## config.mk

```make
export PLATFORM = sky130hd
export DESIGN_NAME = updn_dual_clk_counter
export DESIGN_NICKNAME = d
export VERILOG_FILES = /design/src/rtl/updn_pkg.sv /design/src/rtl/updn_sync.sv /design/src/rtl/updn_rise.sv /design/src/rtl/updn_core.sv /design/src/rtl/updn_dual_clk_counter.sv
export SDC_FILE = /design/constraint.sdc
export NUM_CORES = 1
export LEC_CHECK = 0
export ABC_AREA = 0
export BUFFER_PORTS_ARGS = -buffer_cell sky130_fd_sc_hd__buf_2
export CORE_AREA = 5 5 42 44
export DETAILED_ROUTE_END_ITERATION = 7
export DIE_AREA = 0 0 47 49
export GPL_ROUTABILITY_DRIVEN = 0
export GPL_TIMING_DRIVEN = 0
export SYNTH_ARGS = -nofsm -noshare
export SYNTH_HDL_FRONTEND = slang
export SYNTH_SLANG_ARGS = --single-unit
```

## constraint.sdc

```tcl
create_clock -name clk_i -period 5.6 [get_ports clk_i]
set_input_delay 1.12 -clock clk_i [delete_from_list [all_inputs] [get_ports clk_i]]
set_output_delay 1.12 -clock clk_i [all_outputs]
set_load 0.01 [all_outputs]
```

## src/rtl/updn_pkg.sv

```systemverilog
package updn_pkg;

  typedef enum logic [1:0] {
    STEP_HOLD = 2'd0,
    STEP_INC  = 2'd1,
    STEP_DEC  = 2'd2,
    STEP_CLR  = 2'd3
  } step_e;

  // clear wins; simultaneous up and down cancel
  function automatic step_e decode_step(logic clr, logic up, logic dn);
    if (clr)            return STEP_CLR;
    else if (up && !dn) return STEP_INC;
    else if (dn && !up) return STEP_DEC;
    else                return STEP_HOLD;
  endfunction

endpackage

```

## src/rtl/updn_sync.sv

```systemverilog
module updn_sync #(
  parameter int   STAGES    = 2,
  parameter logic RESET_VAL = 1'b1
) (
  input  logic clk_i,
  input  logic rst_ni,
  input  logic d_i,
  output logic q_o
);

  logic [STAGES-1:0] chain_q;

  generate
    if (STAGES == 1) begin : g_single
      always_ff @(posedge clk_i or negedge rst_ni) begin
        if (!rst_ni) chain_q <= RESET_VAL;
        else         chain_q <= d_i;
      end
    end else begin : g_multi
      always_ff @(posedge clk_i or negedge rst_ni) begin
        if (!rst_ni) chain_q <= {STAGES{RESET_VAL}};
        else         chain_q <= {chain_q[STAGES-2:0], d_i};
      end
    end
  endgenerate

  assign q_o = chain_q[STAGES-1];

endmodule

```

## src/rtl/updn_rise.sv

```systemverilog
module updn_rise #(
  parameter logic IDLE_VAL = 1'b1
) (
  input  logic clk_i,
  input  logic rst_ni,
  input  logic level_i,
  output logic rise_o
);

  logic prev_q;

  // reset to idle level so release from reset is not an edge
  always_ff @(posedge clk_i or negedge rst_ni) begin
    if (!rst_ni) prev_q <= IDLE_VAL;
    else         prev_q <= level_i;
  end

  assign rise_o = level_i & ~prev_q;

endmodule

```

## src/rtl/updn_core.sv

```systemverilog
module updn_core
  import updn_pkg::*;
#(
  parameter int WIDTH = 4
) (
  input  logic             clk_i,
  input  logic             rst_ni,
  input  step_e            step_i,
  output logic [WIDTH-1:0] count_o
);

  logic [WIDTH-1:0] count_q;

  always_ff @(posedge clk_i or negedge rst_ni) begin
    if (!rst_ni) begin
      count_q <= '0;
    end else begin
      unique case (step_i)
        STEP_CLR: count_q <= '0;
        STEP_INC: count_q <= count_q + WIDTH'(1);
        STEP_DEC: count_q <= count_q - WIDTH'(1);
        default:  count_q <= count_q;
      endcase
    end
  end

  assign count_o = count_q;

endmodule

```

## src/rtl/updn_dual_clk_counter.sv

```systemverilog
module updn_dual_clk_counter
  import updn_pkg::*;
#(
  parameter int WIDTH       = 4,
  parameter int SYNC_STAGES = 2
) (
  input  logic             clk_i,
  input  logic             rst_ni,
  input  logic             clear_i,
  input  logic             cnt_up_i,
  input  logic             cnt_dn_i,
  output logic [WIDTH-1:0] count_o
);

  localparam int NUM_STROBES = 2;
  localparam int UP_IDX      = 0;
  localparam int DN_IDX      = 1;

  logic [NUM_STROBES-1:0] strobe_raw;
  logic [NUM_STROBES-1:0] strobe_sync;
  logic [NUM_STROBES-1:0] strobe_rise;
  logic                   up_rise;
  logic                   dn_rise;
  step_e                  step;

  assign strobe_raw = {cnt_dn_i, cnt_up_i};

  generate
    for (genvar g = 0; g < NUM_STROBES; g++) begin : g_strobe
      updn_sync #(
        .STAGES    (SYNC_STAGES),
        .RESET_VAL (1'b1)
      ) u_sync (
        .clk_i  (clk_i),
        .rst_ni (rst_ni),
        .d_i    (strobe_raw[g]),
        .q_o    (strobe_sync[g])
      );

      updn_rise #(
        .IDLE_VAL (1'b1)
      ) u_rise (
        .clk_i   (clk_i),
        .rst_ni  (rst_ni),
        .level_i (strobe_sync[g]),
        .rise_o  (strobe_rise[g])
      );
    end
  endgenerate

  assign up_rise = strobe_rise[UP_IDX];
  assign dn_rise = strobe_rise[DN_IDX];
  assign step    = decode_step(clear_i, up_rise, dn_rise);

  updn_core #(
    .WIDTH (WIDTH)
  ) u_core (
    .clk_i   (clk_i),
    .rst_ni  (rst_ni),
    .step_i  (step),
    .count_o (count_o)
  );

endmodule

```

; ---- Yosys cells after proc, flatten, opt, wreduce, memory -nomap -nowiden
; Index checks and enable logic that the tools add are counted.
; Widths: inputs -> output; s select.
[totals]
reg_bits = 10
inputBits = 5
output_inout_bits = 4
word_cells = 23
[classes]
add_sub_neg = 2
eq_ne = 3
mux = 4
n_bitwise = 4
reduce_logical = 5
[op_table]
columns = op, count
row1 = $pmux 4 s3, 1
row2 = $mux 2, 3
row3 = $add 4x1->4 const B, 1
row4 = $eq 2x2->1 const B, 2
row5 = $sub 4x1->4 const B, 1
row6 = $reduce_bool 3->1, 1
row7 = $and 1x1->1, 2
row8 = $eq 2x1->1 const B, 1
row9 = $logic_and 1x1->1, 2
row10 = $logic_not 1->1, 2
row11 = $not 1->1, 2

; ---- Longest topological paths before layout
; Gate-level depths: netlist of the first run.
[depth]
depth_word = 9
ltp_mapped = 10

; ---- By module
; A second synthesis of the first run with hierarchy kept.
[unflattened]
cells_unflattened = 43
area_unflattened_um2 = 488.0
[by_module_without_submodules]
columns = module, n_inst, cells_each, area_per_inst_um2
row1 = updn_core, 1, 32, 284.0
row2 = updn_sync, 2, 2, 52.6
row3 = updn_rise, 2, 2, 40.0
row4 = updn_dual_clk_counter, 1, 3, 18.8

; ---- Worst setup path after synthesis of the first run
; No wires, ideal clock.
[synth_timing]
kind = input -> register
startpoint = input port clear_i
endpoint = register u_core.count_q[2], in the netlist u_core.count_o[2]
arrival_time_ns = 2.406
path_slack_ns = 3.067
cell_stages = 8
path_buffers = 0
path_cell_list = a21o_1 -> ha_1 -> xor2_1 -> ha_1 -> a21oi_1 -> xnor2_1 -> mux2i_1 -> o21ai_0
[synth_via]
elab_chain_cells = 3
elab_cells_between_ends = 6
cone_classes = 3 x eq/ne / 2 x mux / 1 x reduce/logical
[synth_rtl]
columns = item, line_no
row1 = start: declaration, updn_dual_clk_counter.sv:9  ; input logic clear_i,
row2 = $mux 2 (*), updn_pkg.sv:12  ; if (clr) return STEP_CLR;
row3 = $eq 2x2->1 / $eq 2x1->1 (equally long branches), updn_core.sv:18  ; unique case (step_i)
row4 = $pmux 4 s3 / $reduce_bool 3->1 (equally long branches), n/a
row5 = end signal: assignment, updn_core.sv:20  ; STEP_INC: count_q <= count_q + WIDTH'(1);
row6 = end signal: assignment, updn_core.sv:21  ; STEP_DEC: count_q <= count_q - WIDTH'(1);
row7 = end signal: assignment, updn_core.sv:22  ; default: count_q <= count_q;
row8 = end: declaration, updn_core.sv:12  ; logic [WIDTH-1:0] count_q;
; Mark *: on every way between the ends. The rest lies on a longest branch, timed or not.
; A chain may end at the register's enable or synchronous reset.

; ---- Final worst setup path of the first run
; Same ends and word-level chain as after synthesis.

==> impl_metrics.csv, run 1 <==
group,metric,value,unit
clock_tree,cts_buffer_depth,2,
global_route,grtUsageMet1,0.101,
drt,drc_errors,0,
cells_and_area,filler_cell_count,145,
power,p_leak,0.287,nW
worst_setup_path,path_cells,"buf_2, a21o_1, ha_1, xor2_1, ha_1, a21oi_1, xnor2_1, mux2i_1, o21ai_0",
clock_tree,cts_tree,"built",
power,ir_worst_vdd,0.172,mV
clock_tree,post_cts_resized,0,
cells_and_area,final_net_count,64,
placement,portBuffers,8,
floorplanning,fp.dieW,47,um
global_route,gr-max-usage-layer,"met2",
clock_tree,htreeDepth,1,
worst_setup_path,critPathLaunchType,"input pin",
drt,drt-total-wl,764,um
cells_and_area,drive_gt1_frac,0.389,
run,cap_violations,0,
drt,drtIter0Drc,0,
synthesis,synth_cell_types,22,
synthesis,synth_cells,42,
cells_and_area,area_delta_synth_final,19.7,%
worst_setup_path,arrival,2.62,ns
sta,hold_viol,0,
floorplanning,start_util,0.348,
clock_tree,clk_latency,0.26,ns
worst_setup_path,cp_slowest_cell,"ha_1",
clock_tree,root_buffer,"clkbuf_4",
clock_tree,cts_buffers,3,
sta,worst_pin_slew,0.281,ns
worst_setup_path,cp.required,5.74,ns
worst_setup_path,criticalPathCategory,"in2reg",
cells_and_area,antenna_cells,0,
sta,slew_headroom,0.813,
floorplanning,fp.dieH,49,um
min_path,hp-class,"reg2reg",
global_route,grt_max_degree,11,
worst_setup_path,slowest_delay,0.26,ns
synthesis,synth-seq-area-share,0.528,
global_route,grt_use_total,0.0877,
power,p_per_area,380,nW/um^2
synthesis,ys_ff_latch,10,
synthesis,syn_nets,51,
global_route,grtUsageMet2,0.131,
placement,dp_hpwl,580,um
drt,ant_nets,0,
worst_setup_path,endpoint_kind,"register",
sta,rsz0062_at_grt,"no",
clock_tree,postCtsSetupBuffers,0,
sta,tns,0,ns
global_route,grt-ovfl-total,0,
floorplanning,core-area,1400,sq um
worst_setup_path,path_max_fanout,5,
global_route,grt_pass1_wl,1420,um
sta,clock_skew,0.00345,ns
floorplanning,dieArea,2300,sq um
synthesis,syn-cell-area,488,sq um
clock_tree,cts_hold_buf,0,
floorplanning,io_pins,9,
placement,dp_slack,2.84,ns
clock_tree,clkSinkCount,10,
clock_tree,clk_pin_slew_worst_paths,0.07,ns
synthesis,avgSynthCellArea,11.6,sq um
floorplanning,rows,14,
sta,period_needed,2.48,ns
drt,via_count,324,
synthesis,synth_warnings,0,
worst_setup_path,crit_top_cell,"ha_1",
global_route,met3_usage,0.0111,
sta,fin_crit_sh,0.442,
drt,routedWlPerCell,10.9,um
run_status,run_status,"finished clean",
sta,fmax,404,MHz
global_route,grt_pass1_vias,351,
drt,drt_first_pass_iters,1,
sta,setup_viol,0,
power,power,0.222,mW
drt,routed_via_density,4.63,
global_route,antenna_found_initial,0,
sta,drv_slew,0,
sta,setup_ws,3.12,ns
cell families (layout without fill, tap and decap cells):
family                   count (synthesis)  after routing  synth area share
AND/OR/NAND/NOR                         15             15             0.162
buffers and inverters                    1             13           0.00768
adder cells (fa/ha/maj)                  4              4             0.103
AO/OA/AOI/OAI                            9              9             0.144
multiplexers                             1              1            0.0205
XOR/XNOR                                 2              2            0.0359
flip-flops                              10             10             0.528
power breakdown:
part	total [mW]	switching, mW	internal [mW]
combinational	0.0592	0.0291	0.0301
sequential	0.0994	0.0137	0.0857
clock	0.0634	0.0240	0.0394
stage by stage:
step | hold slack [ns] | cell area [sq um] | instances | utilization
floorplan | 0.345 | 488 | 42 | -
global placement | 0.345 | 548 | 66 | 0.391
detailed placement | 0.347 | 548 | 66 | 0.391
CTS | 0.357 | 584 | 70 | 0.417
global route | 0.363 | 584 | 70 | 0.417
finish | 0.355 | 584 | 70 | 0.417
cell usage in the layout, fill, tap and decap left out, types with 2 or more instances in the layout:
master and n:
buf_2 8, dfstp_2 6, ha_1 4, dfrtp_1 4, nor2_1 3, nand2_1 3, clkbuf_4 3, nand2b_1 2
a21o_1 2, o21ai_0 2, and2b_1 2, nor3_1 2
synth_stat cells:
master	number	share of area
a21oi_1	1	0.010
nor2b_1	1	0.013
and2b_1	2	0.031
dfrtp_1	4	0.21
mux2i_1	1	0.021
ha_1	4	0.10
a21o_1	2	0.031
a2111oi_2	1	0.031
a211o_1	1	0.018
a311o_2	1	0.023
inv_1	1	0.0077
nand3_1	1	0.010
nand2b_1	2	0.026
xor2_1	1	0.018
nor3_1	2	0.021
nand2_1	3	0.023
and2_2	1	0.015
xnor2_1	1	0.018
o21ai_0	2	0.021
nor2_1	3	0.023
o21ai_1	1	0.010
dfstp_2	6	0.32
registers in the layout, indices dropped and copies added, names as in the netlist:
signal,cells
g_strobe.u_sync.chain_q,4
g_strobe.u_rise.prev_q,2
u_core.count_o,4
layer usage:
metal  share of wire  routed length (um)  up-vias
met5               0                   0        -
met4           0.013                  10        0
met3           0.031                  24        2
met2            0.49                 374        4
met1            0.46                 354      146
li1                -                   -      172
worst max-delay path, delay by kind of cell:
family	cells	cell delay (ns)
adders and majority gates	2	0.44
AOI/OAI and AO/OA	3	0.41
xor gates and xnor gates	2	0.35
muxes	1	0.19
buffers and inverters	1	0.11
final cells by class:
class	count	area [sq um]	share of cell area
Clock buffer	4	36.3	0.0621
Inverter	1	3.75	0.00642
Multi-Input combinational cell	31	226	0.388
Sequential cell	10	258	0.441
Tap cell	16	20.0	0.0343
Timing Repair Buffer	8	40.0	0.0685
final timing paths:
kind	start	to	slack [ns]	cells after the start
worst min-delay path	g_strobe[0].u_sync.chain_q[0]$_DFF_PN1_	g_strobe[0].u_sync.chain_q[1]$_DFF_PN1_	0.35	0
worst min register to register	g_strobe[0].u_sync.chain_q[0]$_DFF_PN1_	g_strobe[0].u_sync.chain_q[1]$_DFF_PN1_	0.35	0
min in group asynchronous	rst_ni	u_core.count_o[1]$_DFFE_PN0P_	0.70	1
worst max register to register	g_strobe[1].u_sync.chain_q[1]$_DFF_PN1_	u_core.count_o[2]$_DFFE_PN0P_	3.40	10
worst max-delay path	clear_i	u_core.count_o[2]$_DFFE_PN0P_	3.12	9
max in group asynchronous	rst_ni	g_strobe[1].u_sync.chain_q[0]$_DFF_PN1_	4.64	1
(Power assumes the default switching activity.)
==> run 2, diff against run 1 <==
- clock period: 5.6 -> 2.1 ns (I/O delays scaled with it)
==> run 2 against run 1 <==
Effect of this change: sequential power rose to 2.7 times the previous value; critical path depth grew 1; clock skew is 0.0023 ns lower; critical path type is now reg2reg; register-to-register slack worse by 3.3 ns; first-iteration DRC count did not move; via count grew 4.9%; count of clock-buffer cells in the layout stayed put; final cell count up 4.3%; final area increased by 14%; largest cell class is now multi-input gates; sequential cell count unchanged.
==> impl_metrics.csv, run 2 (synthesis results as in run 1) <==
group,metric,value,unit
worst_setup_path,cp.buffers_inverters,0,
sta,slew_headroom,0.812,
global_route,antenna_found_initial,0,
cells_and_area,final_cell_mix,"8 x buf_2, 6 x dfstp_2, 4 x dfrtp_1, 3 x nand2_1, 3 x clkbuf_4",
sta,period_needed,2.05,ns
worst_setup_path,critPathLaunchType,"register",
power,ir_worst_vdd,0.458,mV
min_path,hp-class,"in2reg",
cells_and_area,final_net_count,67,
clock_tree,cts_tree,"built",
drt,ant_nets,0,
placement,dp_slack,-0.106,ns
sta,drv_slew,0,
power,p_per_area,937,nW/um^2
floorplanning,fp.dieH,49,um
sta,worst_pin_slew,0.283,ns
placement,post_dp_cell_area,548,sq um
drt,via_count,340,
worst_setup_path,endpoint_kind,"register",
worst_setup_path,criticalPathCategory,"reg2reg",
global_route,grt-ovfl-total,0,
worst_setup_path,path_cells,"nor2b_4, nor2_2, nor2_4, ha_2, xor2_1, ha_2, a21oi_2, xnor2_1, mux2i_1, o21ai_1",
worst_setup_path,cp.required,2.25,ns
drt,routed_via_density,4.66,
floorplanning,fp.dieW,47,um
floorplanning,dieArea,2300,sq um
global_route,grt_max_degree,11,
floorplanning,io_pins,9,
cells_and_area,layout_commonest_cell,"buf_2",
floorplanning,rows,14,
sta,fin_crit_sh,0.975,
worst_setup_path,crit_top_cell,"ha_2",
global_route,grt_pass1_vias,358,
run_status,run_status,"finished clean",
sta,rsz0062_at_grt,"yes",
sta,clock_skew,0.00118,ns
drt,drt_first_pass_iters,1,
cells_and_area,filler_cell_count,141,
sta,tns,0,ns
worst_setup_path,slowest_delay,0.53,ns
cells_and_area,drive_gt1_frac,0.579,
worst_setup_path,cp_top_family,"flip-flops",
floorplanning,core-area,1400,sq um
placement,dp_hpwl,580,um
worst_setup_path,arrival,2.20,ns
drt,drtIter0Drc,0,
sta,setup_viol,0,
clock_tree,htreeDepth,1,
clock_tree,clkSinkCount,10,
floorplanning,start_util,0.348,
clock_tree,cts_buffers,3,
cells_and_area,antenna_cells,0,
clock_tree,clk_latency,0.26,ns
sta,hold_viol,0,
drt,routedWlPerCell,11.3,um
power,p_leak,0.312,nW
sta,fmax,488,MHz
drt,drc_errors,0,
cells_and_area,final_area,664,sq um
run,cap_violations,0,
worst_setup_path,path_max_fanout,3,
placement,portBuffers,8,
cells_and_area,area_delta_synth_final,36.2,%
clock_tree,root_buffer,"clkbuf_4",
global_route,grt_pass1_wl,1480,um
drt,drt-total-wl,823,um
sta,setup_ws,0.0523,ns
clock_tree,cts_buffer_depth,2,
global_route,grt_use_total,0.0906,
clock_tree,clk_pin_slew_worst_paths,0.06,ns
worst_setup_path,cp_slowest_cell,"dfstp_2",
## run 2: cell count changes in the layout (fill, tap and decap cells not counted), moves of 2 or more
cell | previous run | this run
buf_4 | 0 | 2
ha_1 | 4 | 1
ha_2 | 0 | 2
nor2_1 | 3 | 1
## run 2: power breakdown
part           internal [mW]  total [mW]  leakage, nW  switching [mW]
clock                  0.105       0.168       0.0210          0.0632
sequential             0.229       0.269        0.115          0.0407
combinational         0.0972       0.185        0.176          0.0874
total                  0.431       0.622        0.312           0.191
## run 2: what timing repair did
item,4_1_cts,5_1_grt
endpoints found under the hold margin,4,0
setup buffers,1,1
setup endpoints to repair,2,2
pin swaps,1,6
hold buffers,1,0
gates resized for setup,3,11
## run 2: through the flow
| stage | std cells | power (mW) | utilization | hold WS [ns] |
|---|---|---|---|---|
| 2_1_floorplan | 42 | 0.375 | - | 0.124 |
| 3_5_place_dp | 66 | 0.428 | 0.391 | 0.287 |
| 4_1_cts | 72 | 0.609 | 0.435 | 0.241 |
| 5_1_grt | 73 | 0.674 | 0.474 | 0.237 |
| 6_report | 73 | 0.622 | 0.474 | 0.255 |
| 3_3_place_gp | 66 | 0.424 | 0.391 | 0.285 |
## run 2: final timing paths
| path | start | endpoint | slack, ns | cells past startpoint |
|---|---|---|---|---|
| setup / recovery | g_strobe[1].u_sync.chain_q[1]$_DFF_PN1_ | u_core.count_o[2]$_DFFE_PN0P_ | 0.05 | 10 |
| hold / removal | cnt_up_i | g_strobe[0].u_sync.chain_q[0]$_DFF_PN1_ | 0.26 | 1 |
| setup reg to reg | g_strobe[1].u_sync.chain_q[1]$_DFF_PN1_ | u_core.count_o[2]$_DFFE_PN0P_ | 0.05 | 10 |
| hold reg to reg | g_strobe[0].u_sync.chain_q[0]$_DFF_PN1_ | g_strobe[0].u_sync.chain_q[1]$_DFF_PN1_ | 0.36 | 0 |
| max in group asynchronous | rst_ni | g_strobe[1].u_sync.chain_q[0]$_DFF_PN1_ | 1.30 | 2 |
| min in group asynchronous | rst_ni | u_core.count_o[1]$_DFFE_PN0P_ | 0.55 | 2 |
## run 2: layer usage
layer | vias to the layer above | part of all wire | global-route usage
met4 | 0 | 0.012 | 0.0829
met3 | 2 | 0.023 | 0.0111
met2 | 4 | 0.53 | 0.136
met1 | 155 | 0.43 | 0.105
li1 | 179 | - | -
met5 | - | 0 | 0
## run 2: layout make-up
class / count / area (sq um) / area share
multi-input combinational: 31 / 282 / 0.424
sequential: 10 / 258 / 0.388
timing repair buffer: 11 / 65.1 / 0.0979
clock buffer: 4 / 36.3 / 0.0546
tap: 16 / 20.0 / 0.0301
inverter: 1 / 3.75 / 0.00565
